$ cat config.mk
export PLATFORM = sky130hd
export DESIGN_NAME = cdram_bus_ctrl
export DESIGN_NICKNAME = d
export VERILOG_FILES = /design/src/rtl/cdram_ctrl_pkg.sv /design/src/rtl/cdram_ref_req.sv /design/src/rtl/cdram_page_track.sv /design/src/rtl/cdram_addr_mux.sv /design/src/rtl/cdram_seq_fsm.sv /design/src/rtl/cdram_bus_ctrl.sv
export SDC_FILE = /design/constraint.sdc
export NUM_CORES = 1
export LEC_CHECK = 0
export BUFFER_PORTS_ARGS = -buffer_cell sky130_fd_sc_hd__buf_4
export CORE_ASPECT_RATIO = 1.25
export CORE_MARGIN = 5
export CORE_UTILIZATION = 44
export CTS_BUF_LIST = sky130_fd_sc_hd__clkbuf_16
export CTS_CLUSTER_DIAMETER = 40
export DETAILED_ROUTE_END_ITERATION = 10
export HOLD_SLACK_MARGIN = 0.03
export PLACE_DENSITY = 0.85
export SETUP_SLACK_MARGIN = 0.4
export SYNTH_ARGS = -nofsm -noshare
export SYNTH_HDL_FRONTEND = slang
export SYNTH_SLANG_ARGS = --single-unit
export TNS_END_PERCENT = 10
$ cat constraint.sdc
create_clock -name clk -period 2.1 [get_ports clk]
set_input_delay 0 -clock clk [delete_from_list [all_inputs] [get_ports clk]]
set_output_delay 0 -clock clk [all_outputs]
set_load 0.02 [all_outputs]
$ cat src/rtl/cdram_ctrl_pkg.sv
package cdram_ctrl_pkg;

  typedef enum logic [2:0] {
    ST_IDLE   = 3'd0,
    ST_RD_ACT = 3'd1,
    ST_RD_COL = 3'd2,
    ST_WR_ACT = 3'd3,
    ST_WR_COL = 3'd4,
    ST_RF_A   = 3'd5,
    ST_RF_B   = 3'd6
  } ctrl_state_e;

  typedef struct packed {
    logic rdy_n;
    logic row_sel;
    logic col_sel;
    logic row_en;
    logic col_stb;
    logic wr_en;
    logic oe_wr;
    logic ref_en;
  } dram_ctl_t;

endpackage

$ cat src/rtl/cdram_ref_req.sv
module cdram_ref_req (
  input  logic clk,
  input  logic rst_n,
  input  logic tick_i,
  input  logic start_i,
  output logic pend_o
);

  logic tick_q;
  logic pend_q;
  logic edge_w;
  logic pend_d;

  assign edge_w = tick_i & ~tick_q;

  always_comb begin
    pend_d = pend_q;
    if (start_i) pend_d = 1'b0;
    if (edge_w)  pend_d = 1'b1;
  end

  always_ff @(posedge clk or negedge rst_n) begin
    if (!rst_n) begin
      tick_q <= 1'b0;
      pend_q <= 1'b0;
    end else begin
      tick_q <= tick_i;
      pend_q <= pend_d;
    end
  end

  assign pend_o = pend_q;

  // a timer edge always leaves a request pending
  assert_tick_latched_R7: assert property (@(posedge clk) disable iff (!rst_n)
    (tick_i && !tick_q) |=> pend_o);

  // starting a refresh without a fresh edge clears the request
  assert_start_clears_R7: assert property (@(posedge clk) disable iff (!rst_n)
    (start_i && !(tick_i && !tick_q)) |=> !pend_o);

endmodule

$ cat src/rtl/cdram_page_track.sv
module cdram_page_track #(
  parameter int ROW_W = 11
) (
  input  logic             clk,
  input  logic             rst_n,
  input  logic             clr_i,
  input  logic             load_i,
  input  logic [ROW_W-1:0] row_i,
  output logic             hit_o
);

  logic [ROW_W-1:0] open_row_q;
  logic             open_vld_q;
  logic             row_ce;

  assign row_ce = load_i & ~clr_i;

  always_ff @(posedge clk or negedge rst_n) begin
    if (!rst_n) begin
      open_vld_q <= 1'b0;
    end else if (clr_i) begin
      open_vld_q <= 1'b0;
    end else if (load_i) begin
      open_vld_q <= 1'b1;
    end
  end

  always_ff @(posedge clk or negedge rst_n) begin
    if (!rst_n) begin
      open_row_q <= '0;
    end else if (row_ce) begin
      open_row_q <= row_i;
    end
  end

  assign hit_o = open_vld_q && (open_row_q == row_i);

  // a row just loaded is reported as a hit while the address holds
  assert_load_gives_hit_R4: assert property (@(posedge clk) disable iff (!rst_n)
    (load_i && !clr_i) ##1 $stable(row_i) && !clr_i |-> hit_o);

  // invalidation removes any hit
  assert_clear_kills_hit_R4: assert property (@(posedge clk) disable iff (!rst_n)
    clr_i |=> !hit_o);

endmodule

$ cat src/rtl/cdram_addr_mux.sv
module cdram_addr_mux #(
  parameter int COL_W  = 8,
  parameter int PASS_W = 3,
  localparam int ROW_W  = COL_W + PASS_W,
  localparam int ADDR_W = COL_W + ROW_W
) (
  input  logic [ADDR_W-1:0] addr_i,
  input  logic              col_sel_i,
  output logic [ROW_W-1:0]  ma_o
);

  for (genvar b = 0; b < ROW_W; b++) begin : g_pin
    if (b >= COL_W) begin : g_pass
      assign ma_o[b] = addr_i[b + COL_W];
    end else begin : g_mux
      assign ma_o[b] = col_sel_i ? addr_i[b] : addr_i[b + COL_W];
    end
  end

endmodule

$ cat src/rtl/cdram_seq_fsm.sv
module cdram_seq_fsm
  import cdram_ctrl_pkg::*;
(
  input  logic      clk,
  input  logic      rst_n,
  input  logic      cpu_reset_n,
  input  logic      strb_n,
  input  logic      rd_wr,
  input  logic      hit_i,
  input  logic      pend_i,
  output logic      start_ref_o,
  output logic      load_row_o,
  output logic      clr_row_o,
  output dram_ctl_t ctl_o
);

  ctrl_state_e state_q;
  ctrl_state_e state_d;
  ctrl_state_e dispatch;

  always_comb begin
    if (!rd_wr)     dispatch = ST_WR_ACT;
    else if (hit_i) dispatch = ST_RD_COL;
    else            dispatch = ST_RD_ACT;
  end

  always_comb begin
    state_d = state_q;
    unique case (state_q)
      ST_IDLE, ST_RF_B: begin
        if (!cpu_reset_n) state_d = ST_RF_A;
        else if (!strb_n) state_d = dispatch;
        else if (pend_i)  state_d = ST_RF_A;
        else              state_d = ST_IDLE;
      end
      ST_RD_ACT: state_d = cpu_reset_n ? ST_RD_COL : ST_RF_A;
      ST_WR_ACT: state_d = cpu_reset_n ? ST_WR_COL : ST_RF_A;
      ST_RD_COL, ST_WR_COL: begin
        if (!cpu_reset_n || pend_i) state_d = ST_RF_A;
        else                        state_d = ST_IDLE;
      end
      ST_RF_A: state_d = ST_RF_B;
      default: state_d = ST_IDLE;
    endcase
  end

  always_ff @(posedge clk or negedge rst_n) begin
    if (!rst_n) state_q <= ST_IDLE;
    else        state_q <= state_d;
  end

  assign start_ref_o = (state_d == ST_RF_A);
  assign load_row_o  = (state_d == ST_RD_ACT);
  assign clr_row_o   = ~cpu_reset_n;

  always_comb begin
    ctl_o = '{rdy_n: 1'b1, row_sel: 1'b0, col_sel: 1'b0, row_en: 1'b0,
              col_stb: 1'b0, wr_en: 1'b0, oe_wr: 1'b1, ref_en: 1'b0};
    unique case (state_q)
      ST_RD_ACT: begin
        ctl_o.row_sel = 1'b1;
        ctl_o.row_en  = 1'b1;
        ctl_o.oe_wr   = 1'b0;
      end
      ST_RD_COL: begin
        ctl_o.col_sel = 1'b1;
        ctl_o.col_stb = 1'b1;
        ctl_o.oe_wr   = 1'b0;
        ctl_o.rdy_n   = 1'b0;
      end
      ST_WR_ACT: begin
        ctl_o.row_sel = 1'b1;
        ctl_o.row_en  = 1'b1;
        ctl_o.wr_en   = 1'b1;
      end
      ST_WR_COL: begin
        ctl_o.col_sel = 1'b1;
        ctl_o.col_stb = 1'b1;
        ctl_o.wr_en   = 1'b1;
        ctl_o.rdy_n   = 1'b0;
      end
      ST_RF_A: begin
        ctl_o.ref_en = 1'b1;
        ctl_o.row_en = 1'b1;
      end
      ST_RF_B: ctl_o.ref_en = 1'b1;
      default: ;
    endcase
  end

  // processor reset keeps refresh running
  assert_reset_refresh_R2: assert property (@(posedge clk) disable iff (!rst_n)
    !cpu_reset_n |=> ctl_o.ref_en);

  // a read row cycle is followed by the ready column cycle
  assert_miss_then_col_R3: assert property (@(posedge clk) disable iff (!rst_n)
    (state_q == ST_RD_ACT && cpu_reset_n) |=> (ctl_o.col_stb && !ctl_o.rdy_n && !ctl_o.oe_wr));

  // a decoded hit skips row activation
  assert_hit_no_row_R4: assert property (@(posedge clk) disable iff (!rst_n)
    ((state_q == ST_IDLE || state_q == ST_RF_B) && cpu_reset_n && !strb_n && rd_wr && hit_i)
      |=> (ctl_o.col_stb && !ctl_o.row_en));

  // a strobe at idle decode beats a pending refresh
  assert_strobe_wins_R8: assert property (@(posedge clk) disable iff (!rst_n)
    (state_q == ST_IDLE && cpu_reset_n && !strb_n && pend_i) |=> !ctl_o.ref_en);

  // select lines exclusive, column strobe only under column select
  assert_sel_excl_R10: assert property (@(posedge clk) disable iff (!rst_n)
    !(ctl_o.row_sel && ctl_o.col_sel) && (!ctl_o.col_stb || ctl_o.col_sel));

  // first refresh cycle leads to the second without row enable
  assert_refresh_pair_R11: assert property (@(posedge clk) disable iff (!rst_n)
    (ctl_o.ref_en && ctl_o.row_en) |=> (ctl_o.ref_en && !ctl_o.row_en && ctl_o.rdy_n));

endmodule

$ cat src/rtl/cdram_bus_ctrl.sv
module cdram_bus_ctrl
  import cdram_ctrl_pkg::*;
#(
  parameter int COL_W    = 8,
  parameter int PASS_W   = 3,
  parameter int WAIT_MAX = 3,
  localparam int ROW_W   = COL_W + PASS_W,
  localparam int ADDR_W  = COL_W + ROW_W
) (
  input  logic              clk,
  input  logic              rst_n,
  input  logic              cpu_reset_n,
  input  logic              strb_n,
  input  logic              rd_wr,
  input  logic              tick,
  input  logic [ADDR_W-1:0] addr,
  output logic              rdy_n,
  output logic              row_sel,
  output logic              col_sel,
  output logic              row_en,
  output logic              col_stb,
  output logic              wr_en,
  output logic              oe_wr,
  output logic              ref_en,
  output logic [ROW_W-1:0]  ma
);

  localparam int CNT_W = $clog2(WAIT_MAX + 2);
  localparam logic [CNT_W-1:0] CNT_SAT = CNT_W'(WAIT_MAX + 1);

  logic      pend;
  logic      start_ref;
  logic      load_row;
  logic      clr_row;
  logic      hit;
  dram_ctl_t ctl;

  cdram_ref_req u_ref_req (
    .clk     (clk),
    .rst_n   (rst_n),
    .tick_i  (tick),
    .start_i (start_ref),
    .pend_o  (pend)
  );

  cdram_page_track #(.ROW_W(ROW_W)) u_page (
    .clk    (clk),
    .rst_n  (rst_n),
    .clr_i  (clr_row),
    .load_i (load_row),
    .row_i  (addr[ADDR_W-1:COL_W]),
    .hit_o  (hit)
  );

  cdram_seq_fsm u_fsm (
    .clk         (clk),
    .rst_n       (rst_n),
    .cpu_reset_n (cpu_reset_n),
    .strb_n      (strb_n),
    .rd_wr       (rd_wr),
    .hit_i       (hit),
    .pend_i      (pend),
    .start_ref_o (start_ref),
    .load_row_o  (load_row),
    .clr_row_o   (clr_row),
    .ctl_o       (ctl)
  );

  cdram_addr_mux #(.COL_W(COL_W), .PASS_W(PASS_W)) u_mux (
    .addr_i    (addr),
    .col_sel_i (ctl.col_sel),
    .ma_o      (ma)
  );

  assign rdy_n   = ctl.rdy_n;
  assign row_sel = ctl.row_sel;
  assign col_sel = ctl.col_sel;
  assign row_en  = ctl.row_en;
  assign col_stb = ctl.col_stb;
  assign wr_en   = ctl.wr_en;
  assign oe_wr   = ctl.oe_wr;
  assign ref_en  = ctl.ref_en;

  // Wait-state watch for R9
  logic [CNT_W-1:0] wait_cnt_q;
  always_ff @(posedge clk or negedge rst_n) begin
    if (!rst_n) begin
      wait_cnt_q <= '0;
    end else if (!cpu_reset_n || strb_n || !rdy_n) begin
      wait_cnt_q <= '0;
    end else if (wait_cnt_q != CNT_SAT) begin
      wait_cnt_q <= wait_cnt_q + 1'b1;
    end
  end

  assert_wait_max_R9: assert property (@(posedge clk) disable iff (!rst_n)
    wait_cnt_q <= CNT_W'(WAIT_MAX));

  // upper address pins follow the upper bus bits
  assert_pass_bits_R6: assert property (@(posedge clk) disable iff (!rst_n)
    ma[ROW_W-1:COL_W] == addr[ADDR_W-1:ADDR_W-PASS_W]);

endmodule

==> impl_metrics.yaml, run 1 <==
global_route:
  grt_pass1_vias: 992
  grt_use_total_pct: 17.2
  grtUsageMet1_pct: 18.8
  grt_max_degree: 18
  grtUsageMet3_pct: 3.21
  grt_pass1_wl_um: 4440
  overflow: 0
  antenna_found_initial: 0
  busiest_layer: "met2"
  use_met2_pct: 30.9
floorplan:
  die_h_um: 64.8
  ios: 44
  die_w_um: 53.9
  start_util_pct: 46.9
  dieArea_um2: 3490
  fp.coreArea_um2: 2260
  rows: 19
timing:
  hold_violations: 0
  fmax_ghz: 0.566
  setup_violations: 0
  worst_pin_slew_ps: 393
  fin_crit_ps: 1770
  finalMaxSlewViolations: 0
  finClkSkew_ps: 3.76
  setup_tns_ps: 0
  slew_headroom_pct: 73.8
  rsz0062_at_grt: "true"
  period_share_pct: 84.1
yosys:
  seq_area_frac_synth_pct: 40.2
  yosys_warnings: 0
  synth.distinct_cells: 25
  synthesis.nets: 120
  synth_cells: 95
  yosys_register_bits: 17
  netlist_area_um2: 1060
  synth.avg_cell_area_um2: 11.1
routing:
  drt_wl_total_um: 3010
  routed_via_density: 5.17
  vias: 982
  firstDrtPassIters: 4
  routedWlPerCell_um: 15.8
  drc: 0
  drtIter0Drc: 11
  ant_nets: 0
clock_network:
  clock-root-buffer: "clkbuf_16"
  clockBufferDepth: 2
  cts.sinks: 17
  h-tree-depth: 1
  clk_pin_slew_ps: 50
  cts_tree: "done"
  cts-buffers-inserted: 3
  clkLatencyLatePin_ps: 250
setup_path:
  crit_required_ps: 2240
  critPathCapture: "u_fsm.state_q[0]"
  critical_path.startpoint: "u_page.open_row_q[5]"
  cp.arrival_ps: 1900
  r2r-start: "u_page.open_row_q[5]"
  rrSetupSlack_ps: 330
  worstSetupEndpointType: "flip-flop"
  critPathKind: "reg2reg"
  path_max_fanout: 2
  reg2reg_to: "u_fsm.state_q[0]"
  reg2reg_depth: 5
  startpoint_type: "flip-flop"
pwr:
  p_int_w: 0.00147
  clockPowerShare_pct: 15.6
  switching_share_pct: 38.8
  vdd_drop_max_v: 0.000848
  seq_power_share_pct: 26.2
  powerDensity_nw_per_um2: 1380
  leakagePower_nw: 0.811
  switching_power_w: 0.000933
  power_frac_comb_pct: 58.2
finish:
  diodes: 0
  post-route-util_pct: 77.0
  area_delta_synth_final_pct: 64.3
  final_common_cell: "buf_4"
  final_cell_mix: "51 x buf_4, 15 x dfrtp_1, 14 x mux2_2, 14 x dlygate4sd3_1, 8 x xnor2_1"
  final_nets: 185
  layout-drive-gt1-share_pct: 54.7
  nFillCells: 137
placed_design:
  hpwl_um: 1860
  port_buffers: 43
  gp_congestion: 0.805
hold_path:
  hold_start: "strb_n"
  hp-class: "in2reg"
run_status:
  status: "completed"
run:
  maxCapViolCount: 0
-- flip-flops by register name, indices dropped and copies added, names as in the netlist --
register	count
u_ref_req.tick_q	1
u_page.open_row_q	11
u_ref_req.pend_o	1
u_page.open_vld_q	1
u_fsm.state_q	3
-- worst min path at each step --
stage	to	slack, ps	depth (start not counted)
after floorplan	u_fsm.state_q[0]	-300	0
after global placement	u_page.open_row_q[4]	-130	1
after detailed placement	u_page.open_row_q[4]	-120	1
after CTS	u_fsm.state_q[0]	70	3
after global routing	u_fsm.state_q[0]	100	3
final	u_fsm.state_q[0]	90	3
-- kinds of logic (layout without fill, tap and decap cells) --
logic type	count (synthesis)	count (layout)	share of synthesized area, %
xor gates and xnor gates	13	13	10.8
muxes	19	19	20.2
AOI/OAI and AO/OA	14	14	10.2
DFF	17	17	40.2
and+or+nand+nor	19	20	11.3
buffers and inverters	13	76	7.33
-- cell usage after synthesis --
library cell | n | area, µm²
nand2_1 | 4 | 15.0
nand2b_1 | 3 | 18.8
o21a_1 | 2 | 15.0
o31ai_4 | 1 | 21.3
buf_6 | 1 | 11.3
inv_1 | 5 | 18.8
nor2_1 | 1 | 3.75
o22ai_1 | 1 | 6.26
xnor2_1 | 11 | 96.3
buf_4 | 5 | 37.5
buf_2 | 2 | 10.0
a21o_1 | 1 | 7.51
nor4_4 | 1 | 21.3
nand4_1 | 3 | 18.8
xor2_1 | 2 | 17.5
nor3_1 | 2 | 10.0
and2_1 | 3 | 18.8
o21ba_2 | 1 | 10.0
dfrtp_1 | 17 | 425
mux2_2 | 19 | 214
o32ai_1 | 2 | 17.5
or4_1 | 1 | 7.51
o21ai_0 | 3 | 15.0
a21oi_1 | 3 | 15.0
nor2b_1 | 1 | 6.26
-- critical path, stage by stage (launching register included) --
cell and delay, ps:
dfrtp_1 400, xnor2_1 160, nand4_1 210, buf_4 210
or4_4 500, a21o_1 170
-- metrics by stage --
step	instances	setup WS, ps	cell area, µm²	total power (W)	hold WS, ps
finish	190	334	1740	0.00240	92.7
global route	190	256	1740	0.00253	95.8
CTS	185	360	1650	0.00229	72.3
detailed placement	162	174	1370	0.00177	-125
global placement	162	285	1370	0.00172	-126
floorplan	95	458	1060	0.00142	-296
-- area by class of cell --
type,count,area [µm²],area share [%]
timing repair buffer,67,546,31.4
clock inverter,1,3.75,0.216
tap,31,38.8,2.23
inverter,5,18.8,1.08
multi-input combinational,66,629,36.2
clock buffer,3,75.1,4.32
sequential,17,428,24.6
-- layer usage --
metal / share of wire [%] / vias up / wire length [µm]
met2: 53 / 54 / 1580
li1: - / 455 / -
met3: 7.1 / 15 / 213
met1: 36 / 458 / 1090
met5: 0 / - / 0
met4: 4.2 / 0 / 125
-- power by group through the flow --
stage | Combinational [W] | Clock (W) | Sequential, W
2_1_floorplan | 0.000887 | 0 | 0.000536
3_3_place_gp | 0.00112 | 0 | 0.000602
3_5_place_dp | 0.00115 | 0 | 0.000616
4_1_cts | 0.00131 | 0.000375 | 0.000608
5_1_grt | 0.00149 | 0.000401 | 0.000644
6_report | 0.00140 | 0.000374 | 0.000630
-- repair_timing --
| action | 4_1_cts | 5_1_grt |
|---|---|---|
| resized for setup | 7 | 12 |
| pin swaps | 4 | 8 |
| endpoints found under the hold margin | 32 | 0 |
| hold buffers | 14 | 0 |
| endpoints found under the setup margin | 20 | 20 |
| cloned | 1 | 1 |
| buffers inserted | 4 | 4 |
(Power assumes the default switching activity.)
==> run 2: changes to the inputs <==
CORE_UTILIZATION = 42   (was 44)
clock period = 1.61 ns   (was 2.1 ns; I/O delays follow)
==> impl_metrics.yaml, run 2 (same netlist as run 1, synthesis figures left out) <==
run_status:
  status: "finished with violations"
  violations: "setup timing"
global_route:
  grt_pass1_wl_um: 4310
  grt_pass1_vias: 1023
  overflow: 0
  grt_max_degree: 18
  grt_use_total_pct: 16.2
  antenna_found_initial: 0
floorplan:
  die_h_um: 66.1
  start_util_pct: 43.6
  fp.coreArea_um2: 2430
  ios: 44
  rows: 20
  dieArea_um2: 3630
  die_w_um: 54.9
placed_design:
  dp.cells: 170
  gp_congestion: 0.769
  port_buffers: 43
  hpwl_um: 1880
hold_path:
  min_path_cells: 3
  hp-class: "in2reg"
  hold_start: "strb_n"
setup_path:
  cp_cell_sequence: "xnor2_1 > nand4_1 > o31ai_4 > buf_6 > mux2_4"
  crit_required_ps: 1740
  cp.arrival_ps: 1910
  reg2reg_depth: 5
  path_max_fanout: 5
  critical_path.startpoint: "u_page.open_row_q[3]"
  critPathKind: "reg2reg"
  critPathMaxStageDelay_ps: 390
  slowest_stage: "dfrtp_1"
  r2r-start: "u_page.open_row_q[3]"
  startpoint_type: "flip-flop"
  worstSetupEndpointType: "flip-flop"
routing:
  drc: 0
  routed_via_density: 4.98
  drt_wl_total_um: 3210
  firstDrtPassIters: 4
  vias: 946
  routedWlPerCell_um: 16.9
  drtIter0Drc: 16
  ant_nets: 0
timing:
  hold_violations: 0
  rsz0062_at_grt: "true"
  worst_pin_slew_ps: 284
  finalMaxSlewViolations: 0
  period_share_pct: 110
  postLayoutSetupSlackWorst_ps: -163
  setup_violations: 18
  fin_crit_ps: 1770
  fmax_ghz: 0.564
  slew_headroom_pct: 81.0
  finClkSkew_ps: 6.66
  hold_ws_ps: 73.1
finish:
  largest_reg_flops: 11
  nFillCells: 167
  fin_cells: 190
  reg.largest.list: "u_page.open_row_q: 11 flops, u_fsm.state_q: 3 flops"
  diodes: 0
  final_common_cell: "buf_4"
  post-route-util_pct: 74.9
  area_delta_synth_final_pct: 71.9
  layout-drive-gt1-share_pct: 52.9
  final_cell_mix: "36 x buf_4, 19 x mux2_4, 16 x dfrtp_1"
  final_nets: 183
  largest_register: "u_page.open_row_q"
clock_network:
  clk_pin_slew_ps: 50
  cts-buffers-inserted: 3
  cts.sinks: 17
  cts_tree: "done"
  clock-root-buffer: "clkbuf_16"
  clockBufferDepth: 2
  h-tree-depth: 1
  clkLatencyLatePin_ps: 250
pwr:
  power_frac_comb_pct: 62.6
  p_int_w: 0.00216
  clockPowerShare_pct: 14.4
  leakagePower_nw: 0.864
  seq_power_share_pct: 23.0
  powerDensity_nw_per_um2: 1910
  switching_share_pct: 37.8
  switching_power_w: 0.00131
  vdd_drop_max_v: 0.00129
run:
  maxCapViolCount: 0
## run 2: what timing repair did
item                                    CTS  global route
resized for setup                         3            41
endpoints found under the setup margin   29            31
pin swaps                                 3            12
hold buffers                             13             1
endpoints found under the hold margin    30             1
buffers inserted                          1             1
## run 2: final cells by class
class	count	area [µm²]	area share, %
Multi-Input combinational cell	65	652	35.8
Timing Repair Buffer	66	599	32.9
Sequential cell	17	427	23.5
Clock buffer	3	75.1	4.13
Tap cell	33	41.3	2.27
Inverter	5	21.3	1.17
Clock inverter	1	3.75	0.206
## run 2: power by group through the flow
stage / sequential, W / clock (W) / combinational, W
final: 0.000800 / 0.000499 / 0.00217
after global routing: 0.000815 / 0.000532 / 0.00229
after CTS: 0.000761 / 0.000494 / 0.00178
after detailed placement: 0.000759 / 0 / 0.00169
after global placement: 0.000741 / 0 / 0.00165
after floorplan: 0.000699 / 0 / 0.00116
## run 2: metrics by stage
| step | cell area (µm²) | setup WS [ps] | TNS (ps) | total power [W] |
|---|---|---|---|---|
| 6_report | 1820 | -163 | -1470 | 0.00347 |
| 5_1_grt | 1820 | -205 | -2320 | 0.00364 |
| 4_1_cts | 1660 | -113 | -1570 | 0.00304 |
| 3_5_place_dp | 1430 | -56.5 | -526 | 0.00245 |
| 3_3_place_gp | 1430 | -39.1 | -314 | 0.00239 |
| 2_1_floorplan | 1060 | -25.0 | -366 | 0.00186 |
## run 2: worst paths after layout
check,slack [ps],to
max reg2reg,-160,u_page.open_row_q[4]
max in group asynchronous,1260,u_fsm.state_q[0]
min,70,u_fsm.state_q[0]
max,-160,u_page.open_row_q[4]
min reg2reg,440,u_ref_req.pend_o
min in group asynchronous,140,u_page.open_row_q[2]
## run 2: worst max-delay path: cells and delay by family (launching register included)
| family | cells | cell delay, ps |
|---|---|---|
| flops | 1 | 390 |
| compound gates | 1 | 320 |
| mux | 1 | 320 |
| simple gates | 1 | 240 |
| xor+xnor | 1 | 220 |
| buf+inv | 1 | 170 |
## run 2: per-layer routing
metal / vias up / wire length, µm / GRT usage, %
met4: 0 / 78 / 5.17
met3: 9 / 212 / 4.97
met2: 40 / 1770 / 29.0
met5: - / 0 / 0
li1: 447 / - / -
met1: 450 / 1150 / 17.4
